File: config.mk
export PLATFORM = sky130hd
export DESIGN_NAME = inval_seq
export DESIGN_NICKNAME = d
export VERILOG_FILES = /design/src/rtl/inval_pkg.sv /design/src/rtl/inval_pick.sv /design/src/rtl/inval_ack_model.sv /design/src/rtl/inval_ctrl.sv /design/src/rtl/inval_seq.sv
export SDC_FILE = /design/constraint.sdc
export NUM_CORES = 1
export LEC_CHECK = 0
export CAP_MARGIN = 25
export CORE_MARGIN = 2
export CORE_UTILIZATION = 45
export DETAILED_ROUTE_END_ITERATION = 6
export PLACE_DENSITY = 0.73
export SYNTH_ARGS = -nofsm -noshare
export SYNTH_HDL_FRONTEND = slang
export SYNTH_SLANG_ARGS = --single-unit
export TNS_END_PERCENT = 20
File: constraint.sdc
create_clock -name clk -period 4.82 [get_ports clk]
set_input_delay 0.964 -clock clk [delete_from_list [all_inputs] [get_ports clk]]
set_output_delay 0.964 -clock clk [all_outputs]
set_load 0.01 [all_outputs]
File: src/rtl/inval_pkg.sv
// Package: shared state type for the invalidation sequencer.
// Assumes nothing beyond SystemVerilog 2017 enum support.
package inval_pkg;

    typedef enum logic [1:0] {
        ST_IDLE  = 2'd0,   // waiting for a write miss
        ST_OWN   = 2'd1,   // counting down the ownership latency
        ST_ISSUE = 2'd2,   // sending invalidates one per gap
        ST_DRAIN = 2'd3    // all sent, waiting for the last acknowledgement
    } seq_state_t;

endpackage

File: src/rtl/inval_pick.sv
// Module: lowest-index selector.
// Returns the lowest set bit of a vector as a one-hot grant and as an index.
// Assumes N >= 2. The result is only meaningful while any_o is high.
module inval_pick #(
    parameter int N     = 4,
    parameter int IDX_W = (N > 1) ? $clog2(N) : 1
) (
    input  logic [N-1:0]     vec_i,
    output logic             any_o,
    output logic [N-1:0]     grant_o,
    output logic [IDX_W-1:0] idx_o
);

    // Scan from the top down so that the lowest set bit wins last.
    always_comb begin
        idx_o   = '0;
        grant_o = '0;
        for (int i = N - 1; i >= 0; i--) begin
            if (vec_i[i]) begin
                idx_o   = IDX_W'(i);
                grant_o = N'(1) << i;
            end
        end
        any_o = |vec_i;
    end

endmodule

File: src/rtl/inval_ack_model.sv
// Module: acknowledgement latency model.
// There is one delay slot per sharer. A slot is armed when an invalidate is sent
// to its sharer and raises a one-cycle acknowledgement so that the controller
// consumes it ACK_LAT cycles after the issue edge.
// Assumes ACK_LAT >= 2 and at most one arm per slot per miss.
module inval_ack_model #(
    parameter int N       = 4,
    parameter int ACK_LAT = 80,
    parameter int IDX_W   = (N > 1) ? $clog2(N) : 1
) (
    input  logic             clk,
    input  logic             rst_n,
    input  logic             fire_i,
    input  logic [IDX_W-1:0] fire_idx_i,
    output logic [N-1:0]     ack_o
);

    localparam int CW = (ACK_LAT > 2) ? $clog2(ACK_LAT) : 1;
    // The slot counts down to zero, then the registered pulse adds one cycle
    // and the controller adds one more, which gives ACK_LAT in total.
    localparam logic [CW-1:0] LOAD = CW'(ACK_LAT - 2);

    generate
        for (genvar g = 0; g < N; g++) begin : g_slot
            logic          act_q;
            logic [CW-1:0] cnt_q;
            logic          ack_q;

            // One slot: arm on issue, count down, then pulse the acknowledgement.
            always_ff @(posedge clk) begin
                if (!rst_n) begin
                    act_q <= 1'b0;
                    cnt_q <= '0;
                    ack_q <= 1'b0;
                end else begin
                    ack_q <= 1'b0;
                    if (fire_i && fire_idx_i == IDX_W'(g)) begin
                        act_q <= 1'b1;
                        cnt_q <= LOAD;
                    end else if (act_q) begin
                        if (cnt_q == '0) begin
                            act_q <= 1'b0;
                            ack_q <= 1'b1;
                        end else begin
                            cnt_q <= cnt_q - 1'b1;
                        end
                    end
                end
            end

            assign ack_o[g] = ack_q;
        end
    endgenerate

    // the issue gap keeps acknowledgements apart, so at most one arrives per cycle.
    a_r5_single_ack: assert property (@(posedge clk) disable iff (!rst_n)
        $onehot0(ack_o));

endmodule

File: src/rtl/inval_ctrl.sv
// Module: invalidation sequencing controller.
// Latches the sharer vector and mode on acceptance, counts the ownership
// latency, sends invalidates one per gap in ascending order, and counts the
// outstanding acknowledgements until none are left.
// Assumes acknowledgements arrive at most one per cycle and only for issued targets.
module inval_ctrl
    import inval_pkg::*;
#(
    parameter int N         = 4,
    parameter int OWN_CYC   = 50,
    parameter int ISSUE_GAP = 10,
    parameter int IDX_W     = (N > 1) ? $clog2(N) : 1
) (
    input  logic             clk,
    input  logic             rst_n,
    input  logic             req_i,
    input  logic [N-1:0]     sharers_i,
    input  logic             mode_sc_i,
    input  logic             pick_any_i,
    input  logic [N-1:0]     pick_grant_i,
    input  logic [IDX_W-1:0] pick_idx_i,
    input  logic             ack_any_i,
    output logic [N-1:0]     pending_o,
    output logic             fire_o,
    output logic [IDX_W-1:0] fire_idx_o,
    output logic             ready_o,
    output logic             stall_o,
    output logic             inv_valid_o,
    output logic [IDX_W-1:0] inv_idx_o,
    output logic             done_o
);

    localparam int TMAX = (OWN_CYC > ISSUE_GAP) ? OWN_CYC : ISSUE_GAP;
    localparam int TW   = $clog2(TMAX + 1);
    localparam int OW   = $clog2(N + 1);
    localparam logic [TW-1:0] OWN_LAST = TW'(OWN_CYC - 1);
    localparam logic [TW-1:0] GAP_LAST = TW'(ISSUE_GAP - 1);

    seq_state_t    state_q;
    logic [TW-1:0] timer_q;
    logic [N-1:0]  pending_q;
    logic          mode_q;
    logic [OW-1:0] outst_q;
    logic [N-1:0]  pending_left;

    assign pending_o    = pending_q;
    // Fire when the issue gap has elapsed; the pick module supplies the target.
    assign fire_o       = (state_q == ST_ISSUE) && (timer_q == GAP_LAST) && pick_any_i;
    assign fire_idx_o   = pick_idx_i;
    assign pending_left = pending_q & ~pick_grant_i;

    // Sequencer state, timers, outstanding count and registered outputs.
    always_ff @(posedge clk) begin
        if (!rst_n) begin
            state_q     <= ST_IDLE;
            timer_q     <= '0;
            pending_q   <= '0;
            mode_q      <= 1'b0;
            outst_q     <= '0;
            ready_o     <= 1'b1;
            stall_o     <= 1'b0;
            inv_valid_o <= 1'b0;
            inv_idx_o   <= '0;
            done_o      <= 1'b0;
        end else begin
            inv_valid_o <= 1'b0;
            done_o      <= 1'b0;
            outst_q     <= outst_q + OW'(fire_o) - OW'(ack_any_i);
            case (state_q)
                ST_IDLE: begin
                    if (req_i) begin
                        pending_q <= sharers_i;
                        mode_q    <= mode_sc_i;
                        timer_q   <= '0;
                        stall_o   <= 1'b1;
                        ready_o   <= 1'b0;
                        state_q   <= ST_OWN;
                    end
                end
                ST_OWN: begin
                    if (timer_q == OWN_LAST) begin
                        timer_q <= '0;
                        if (pending_q == '0) begin
                            done_o  <= 1'b1;
                            ready_o <= 1'b1;
                            stall_o <= 1'b0;
                            state_q <= ST_IDLE;
                        end else begin
                            stall_o <= mode_q;
                            state_q <= ST_ISSUE;
                        end
                    end else begin
                        timer_q <= timer_q + 1'b1;
                    end
                end
                ST_ISSUE: begin
                    if (fire_o) begin
                        inv_valid_o <= 1'b1;
                        inv_idx_o   <= pick_idx_i;
                        pending_q   <= pending_left;
                        timer_q     <= '0;
                        if (pending_left == '0) state_q <= ST_DRAIN;
                    end else begin
                        timer_q <= timer_q + 1'b1;
                    end
                end
                ST_DRAIN: begin
                    if (ack_any_i && outst_q == OW'(1)) begin
                        done_o  <= 1'b1;
                        ready_o <= 1'b1;
                        stall_o <= 1'b0;
                        state_q <= ST_IDLE;
                    end
                end
                default: state_q <= ST_IDLE;
            endcase
        end
    end

    // an acknowledgement only arrives while an invalidate is outstanding.
    a_r5_ack_outstanding: assert property (@(posedge clk) disable iff (!rst_n)
        ack_any_i |-> (outst_q != '0));
    // done lasts a single cycle.
    a_r9_done_single: assert property (@(posedge clk) disable iff (!rst_n)
        done_o |=> !done_o);
    // strict mode keeps the writer stalled for the whole busy period.
    a_r6_sc_stall_held: assert property (@(posedge clk) disable iff (!rst_n)
        (state_q != ST_IDLE && mode_q && !$rose(state_q == ST_OWN)) |-> stall_o);
    // relaxed mode has released the writer once the invalidate phase begins.
    a_r7_relaxed_free: assert property (@(posedge clk) disable iff (!rst_n)
        ((state_q == ST_ISSUE || state_q == ST_DRAIN) && !mode_q) |-> !stall_o);
    // each issued target is a pending sharer, and the grant is one-hot.
    a_r4_target_pending: assert property (@(posedge clk) disable iff (!rst_n)
        fire_o |-> ((pending_q & pick_grant_i) != '0) && $onehot0(pick_grant_i));
    // no request is accepted while a miss is in progress.
    a_r2_busy_not_ready: assert property (@(posedge clk) disable iff (!rst_n)
        (state_q != ST_IDLE) |-> !ready_o);

endmodule

File: src/rtl/inval_seq.sv
// Module: write-miss invalidation sequencer (top).
// Connects the controller, the lowest-index selector and the acknowledgement
// latency model. Assumes N_SHR >= 2, ACK_LAT >= 2, OWN_CYC >= 1, ISSUE_GAP >= 1.
module inval_seq #(
    parameter int N_SHR     = 4,
    parameter int OWN_CYC   = 50,
    parameter int ISSUE_GAP = 10,
    parameter int ACK_LAT   = 80,
    parameter int IDX_W     = (N_SHR > 1) ? $clog2(N_SHR) : 1
) (
    input  logic             clk,
    input  logic             rst_n,
    input  logic             req_i,
    input  logic [N_SHR-1:0] sharers_i,
    input  logic             mode_sc_i,
    output logic             ready_o,
    output logic             stall_o,
    output logic             inv_valid_o,
    output logic [IDX_W-1:0] inv_idx_o,
    output logic             done_o
);

    logic [N_SHR-1:0] pending;
    logic [N_SHR-1:0] grant;
    logic [N_SHR-1:0] ack_vec;
    logic [IDX_W-1:0] pick_idx;
    logic [IDX_W-1:0] fire_idx;
    logic             pick_any;
    logic             fire;

    inval_pick #(.N(N_SHR), .IDX_W(IDX_W)) u_pick (
        .vec_i   (pending),
        .any_o   (pick_any),
        .grant_o (grant),
        .idx_o   (pick_idx)
    );

    inval_ack_model #(.N(N_SHR), .ACK_LAT(ACK_LAT), .IDX_W(IDX_W)) u_ack (
        .clk        (clk),
        .rst_n      (rst_n),
        .fire_i     (fire),
        .fire_idx_i (fire_idx),
        .ack_o      (ack_vec)
    );

    inval_ctrl #(.N(N_SHR), .OWN_CYC(OWN_CYC), .ISSUE_GAP(ISSUE_GAP), .IDX_W(IDX_W)) u_ctrl (
        .clk          (clk),
        .rst_n        (rst_n),
        .req_i        (req_i),
        .sharers_i    (sharers_i),
        .mode_sc_i    (mode_sc_i),
        .pick_any_i   (pick_any),
        .pick_grant_i (grant),
        .pick_idx_i   (pick_idx),
        .ack_any_i    (|ack_vec),
        .pending_o    (pending),
        .fire_o       (fire),
        .fire_idx_o   (fire_idx),
        .ready_o      (ready_o),
        .stall_o      (stall_o),
        .inv_valid_o  (inv_valid_o),
        .inv_idx_o    (inv_idx_o),
        .done_o       (done_o)
    );

endmodule

==> flow_metrics.env <==
export IMPL_status="finished clean"
export IMPL_post_cts_buffers=0
export IMPL_clk_pin_slew_ns=0.06
export IMPL_cpMaxStageDelayCell="clkdlybuf4s50_1"
export IMPL_maxSlewViolCount=0
export IMPL_die_w_um=83.7
export IMPL_ir_drop_uv=208
export IMPL_worstSetupPathType="in -> reg"
export IMPL_antenna_found_initial=0
export IMPL_max_slew_worst_pin_slew_ns=0.613
export IMPL_drc_errors=0
export IMPL_worstPathRequired_ns=5.08
export IMPL_grt_met2_usage=0.257
export IMPL_period_share=0.624
export IMPL_finalSetupViolCount=0
export IMPL_p_leak_nw=1.27
export IMPL_fp_row_count=29
export IMPL_fp_dieH_um=83.7
export IMPL_area_growth_pct=13.2
export IMPL_power_switching_w=0.000334
export IMPL_drt_total_wl_mm=5.53
export IMPL_finClkSkew_ns=0.00570
export IMPL_synthTopCellsByCount="dfxtp_1, nor2_1, a21oi_1, inv_1, nand2_1"
export IMPL_path_cells="clkdlybuf4s50_1, clkinv_1, buf_4, nor4b_1, o21ai_0, o21ai_0"
export IMPL_stdcell_area_um2=3240
export IMPL_fin_tns_setup_ns=0
export IMPL_syn_avg_cell_area_um2=8.53
export IMPL_ios=14
export IMPL_hold_buffers=0
export IMPL_syn_instance_count=335
export IMPL_hold_class="reg -> reg"
export IMPL_synth_edf_count=0
export IMPL_grt_pass1_vias=2077
export IMPL_p_int_w=0.000859
export IMPL_ys_top_cells_by_area="dfxtp_1, ha_1, a21oi_1, nor2_1, xnor2_1"
export IMPL_hold_viol=0
export IMPL_syn_nets=360
export IMPL_synth_top_area_share=0.406
export IMPL_core_um2=6240
export IMPL_routedWlPerCell_um=12.9
export IMPL_drt_pass1_iterations=4
export IMPL_nets=373
export IMPL_slew_headroom=0.587
export IMPL_numCtsBuffers=9
export IMPL_grt_setup_unrepaired="no"
export IMPL_cp_num_buf_inv=3
export IMPL_antenna_left=0
export IMPL_multiInputGateArea_um2=1550
export IMPL_synth_area_leader_cell="dfxtp_1"
export IMPL_avgViaCountPerCell=5.35
export IMPL_via_count=2301
export IMPL_synth_most_common_cell="dfxtp_1"
export IMPL_synth_cell_types=52
export IMPL_synth_seq_cells=58
export IMPL_cp_slowest_stage_delay_ns=0.86
export IMPL_overflow=0
export IMPL_crit_top_cell="o21ai_0"
export IMPL_grtUsageTotal=0.165
export IMPL_clock_fmax_mhz=333
export IMPL_clk_latency_ns=0.33
export IMPL_dpl_cell_count=414
export IMPL_p_clk_frac=0.376
export IMPL_drive_gt1_frac=0.0765
export IMPL_port_buffers=13
export IMPL_instances_no_fill=430
export IMPL_sw_frac_of_total=0.280
export IMPL_min_period_ns=3.01
export IMPL_seqPwrFrac=0.439
export IMPL_async_reset_ff_frac=0
export IMPL_cts_sink_count=58
export IMPL_seqCellArea_um2=1160
export IMPL_seq_area_frac_synth=0.406
export IMPL_grt_pass1_wl_mm=9.31
export IMPL_post_cts_resized=0
export IMPL_max_cap_violations=0
export IMPL_cp_max_fo=19
export IMPL_grt_busiest_layer="met2"
export IMPL_yosysWarnings=0
export IMPL_met1_usage=0.210
export IMPL_grt_max_degree=20
export IMPL_drt_iter0_markers=64
export IMPL_netlist_area_um2=2860
export IMPL_grt_util_met3=0.0593
export IMPL_dieArea_um2=7000
export IMPL_cts_tree="done"
export IMPL_endpoint_kind="flop"
export IMPL_cp_arrival_ns=3.26
export IMPL_diodes=0
export IMPL_path_delay_family="buffers and inverters"
export IMPL_critPathLaunchType="input pin"
export IMPL_hold_slack_ns=0.457
export IMPL_dp_hpwl_mm=3.88
export IMPL_synth_main_ff_cell="dfxtp_1"
export IMPL_dpl_instance_area_um2=3040
export IMPL_gp_congestion=0.801
export IMPL_combPwrFrac=0.185
export IMPL_power_total_w=0.00119
export IMPL_clk_path_buf_depth=2
export IMPL_ctsHtreeMaxLevel=3
export IMPL_cts_root_buf="clkbuf_8"
export IMPL_nFillCells=603
export IMPL_power_density_nw_per_um2=369
export IMPL_start_util=0.458
## path summary, 6_finish.rpt
| path | from | slack (ns) | cells past startpoint | end |
|---|---|---|---|---|
| worst max-delay path | rst_n | 1.81 | 6 | u_ctrl.timer_q[3] |
| worst min-delay path | u_ctrl.mode_q | 0.46 | 2 | u_ctrl.mode_q |
| worst max register to register | u_ctrl.state_q[0] | 2.20 | 11 | u_ctrl.outst_q[2] |
| worst min register to register | u_ctrl.mode_q | 0.46 | 2 | u_ctrl.mode_q |
## worst reg2reg max path, stage by stage, from the launching register on
cell and delay (ns):
dfxtp_1 0.34, inv_1 0.16, ha_1 0.40, and4bb_2 0.35, nand3_1 0.16, inv_1 0.12
ha_1 0.15, inv_1 0.06, fa_1 0.40, xor2_1 0.17, xnor2_1 0.13, nor2_1 0.05
## power by group through the flow
stage	logic, W	registers [W]	clock network (W)
6_report	0.000221	0.000523	0.000448
5_1_grt	0.000245	0.000526	0.000483
4_1_cts	0.000222	0.000523	0.000459
3_5_place_dp	0.000219	0.000534	0
3_3_place_gp	0.000216	0.000533	0
2_1_floorplan	0.000168	0.000528	0
## sequential cells by signal, summed over array words and instances, names as in the netlist, 2 cells and up, named ones only
signal	count
u_ctrl.outst_q	3
u_ctrl.pending_o	4
u_ctrl.timer_q	6
u_ctrl.inv_idx_o	2
u_ack.g_slot.act_q	4
u_ack.g_slot.ack_q	4
u_ack.g_slot.cnt_q	28
## logic make-up after synthesis
logic type                 after synthesis  share of synthesized area
adders and majority gates               17                     0.0771
DFF                                     58                      0.406
xor gates and xnor gates                23                     0.0705
AOI/OAI and AO/OA                       66                      0.151
buffers and inverters                   37                     0.0517
and+or+nand+nor                        133                      0.239
muxes                                    1                    0.00350
## per-stage QoR
step | setup slack (ns) | utilization
6_report | 1.81 | 0.518
5_1_grt | 1.64 | 0.518
4_1_cts | 1.82 | 0.518
3_5_place_dp | 1.47 | 0.487
3_3_place_gp | 1.54 | 0.487
2_1_floorplan | 2.71 | -
## routing by layer
layer  share of wire  wire (um)  vias to the layer above
li1                -          -                     1189
met5               0          0                        -
met4           0.012         69                        0
met1            0.48       2670                     1080
met2            0.47       2610                       25
met3           0.033        183                        7
## cells in the final DEF (no fill, tap or decap), types with 3 or more instances in the layout
master and n:
nand2_1 24, inv_1 24, nor4_1 9, xor2_1 7, or3_1 6, nor2b_1 3, ha_1 16, clkdlybuf4s50_1 13
nand3_1 11, or4_1 3, dfxtp_1 58, nand4b_1 3, clkbuf_8 11, nor2_1 44, a21oi_1 33, o21ai_0 9
nor3_1 10, nand2b_1 5, clkbuf_1 3, xnor2_1 16, a31oi_1 3
## area by class of cell
class,instances,area share
clock buffers,14,0.0503
clock inverters,2,0.0108
inverters,25,0.0290
multi-input cells,240,0.479
flip-flops and latches,58,0.359
well taps,77,0.0298
repair buffers,14,0.0425
(Power assumes the default switching activity.)
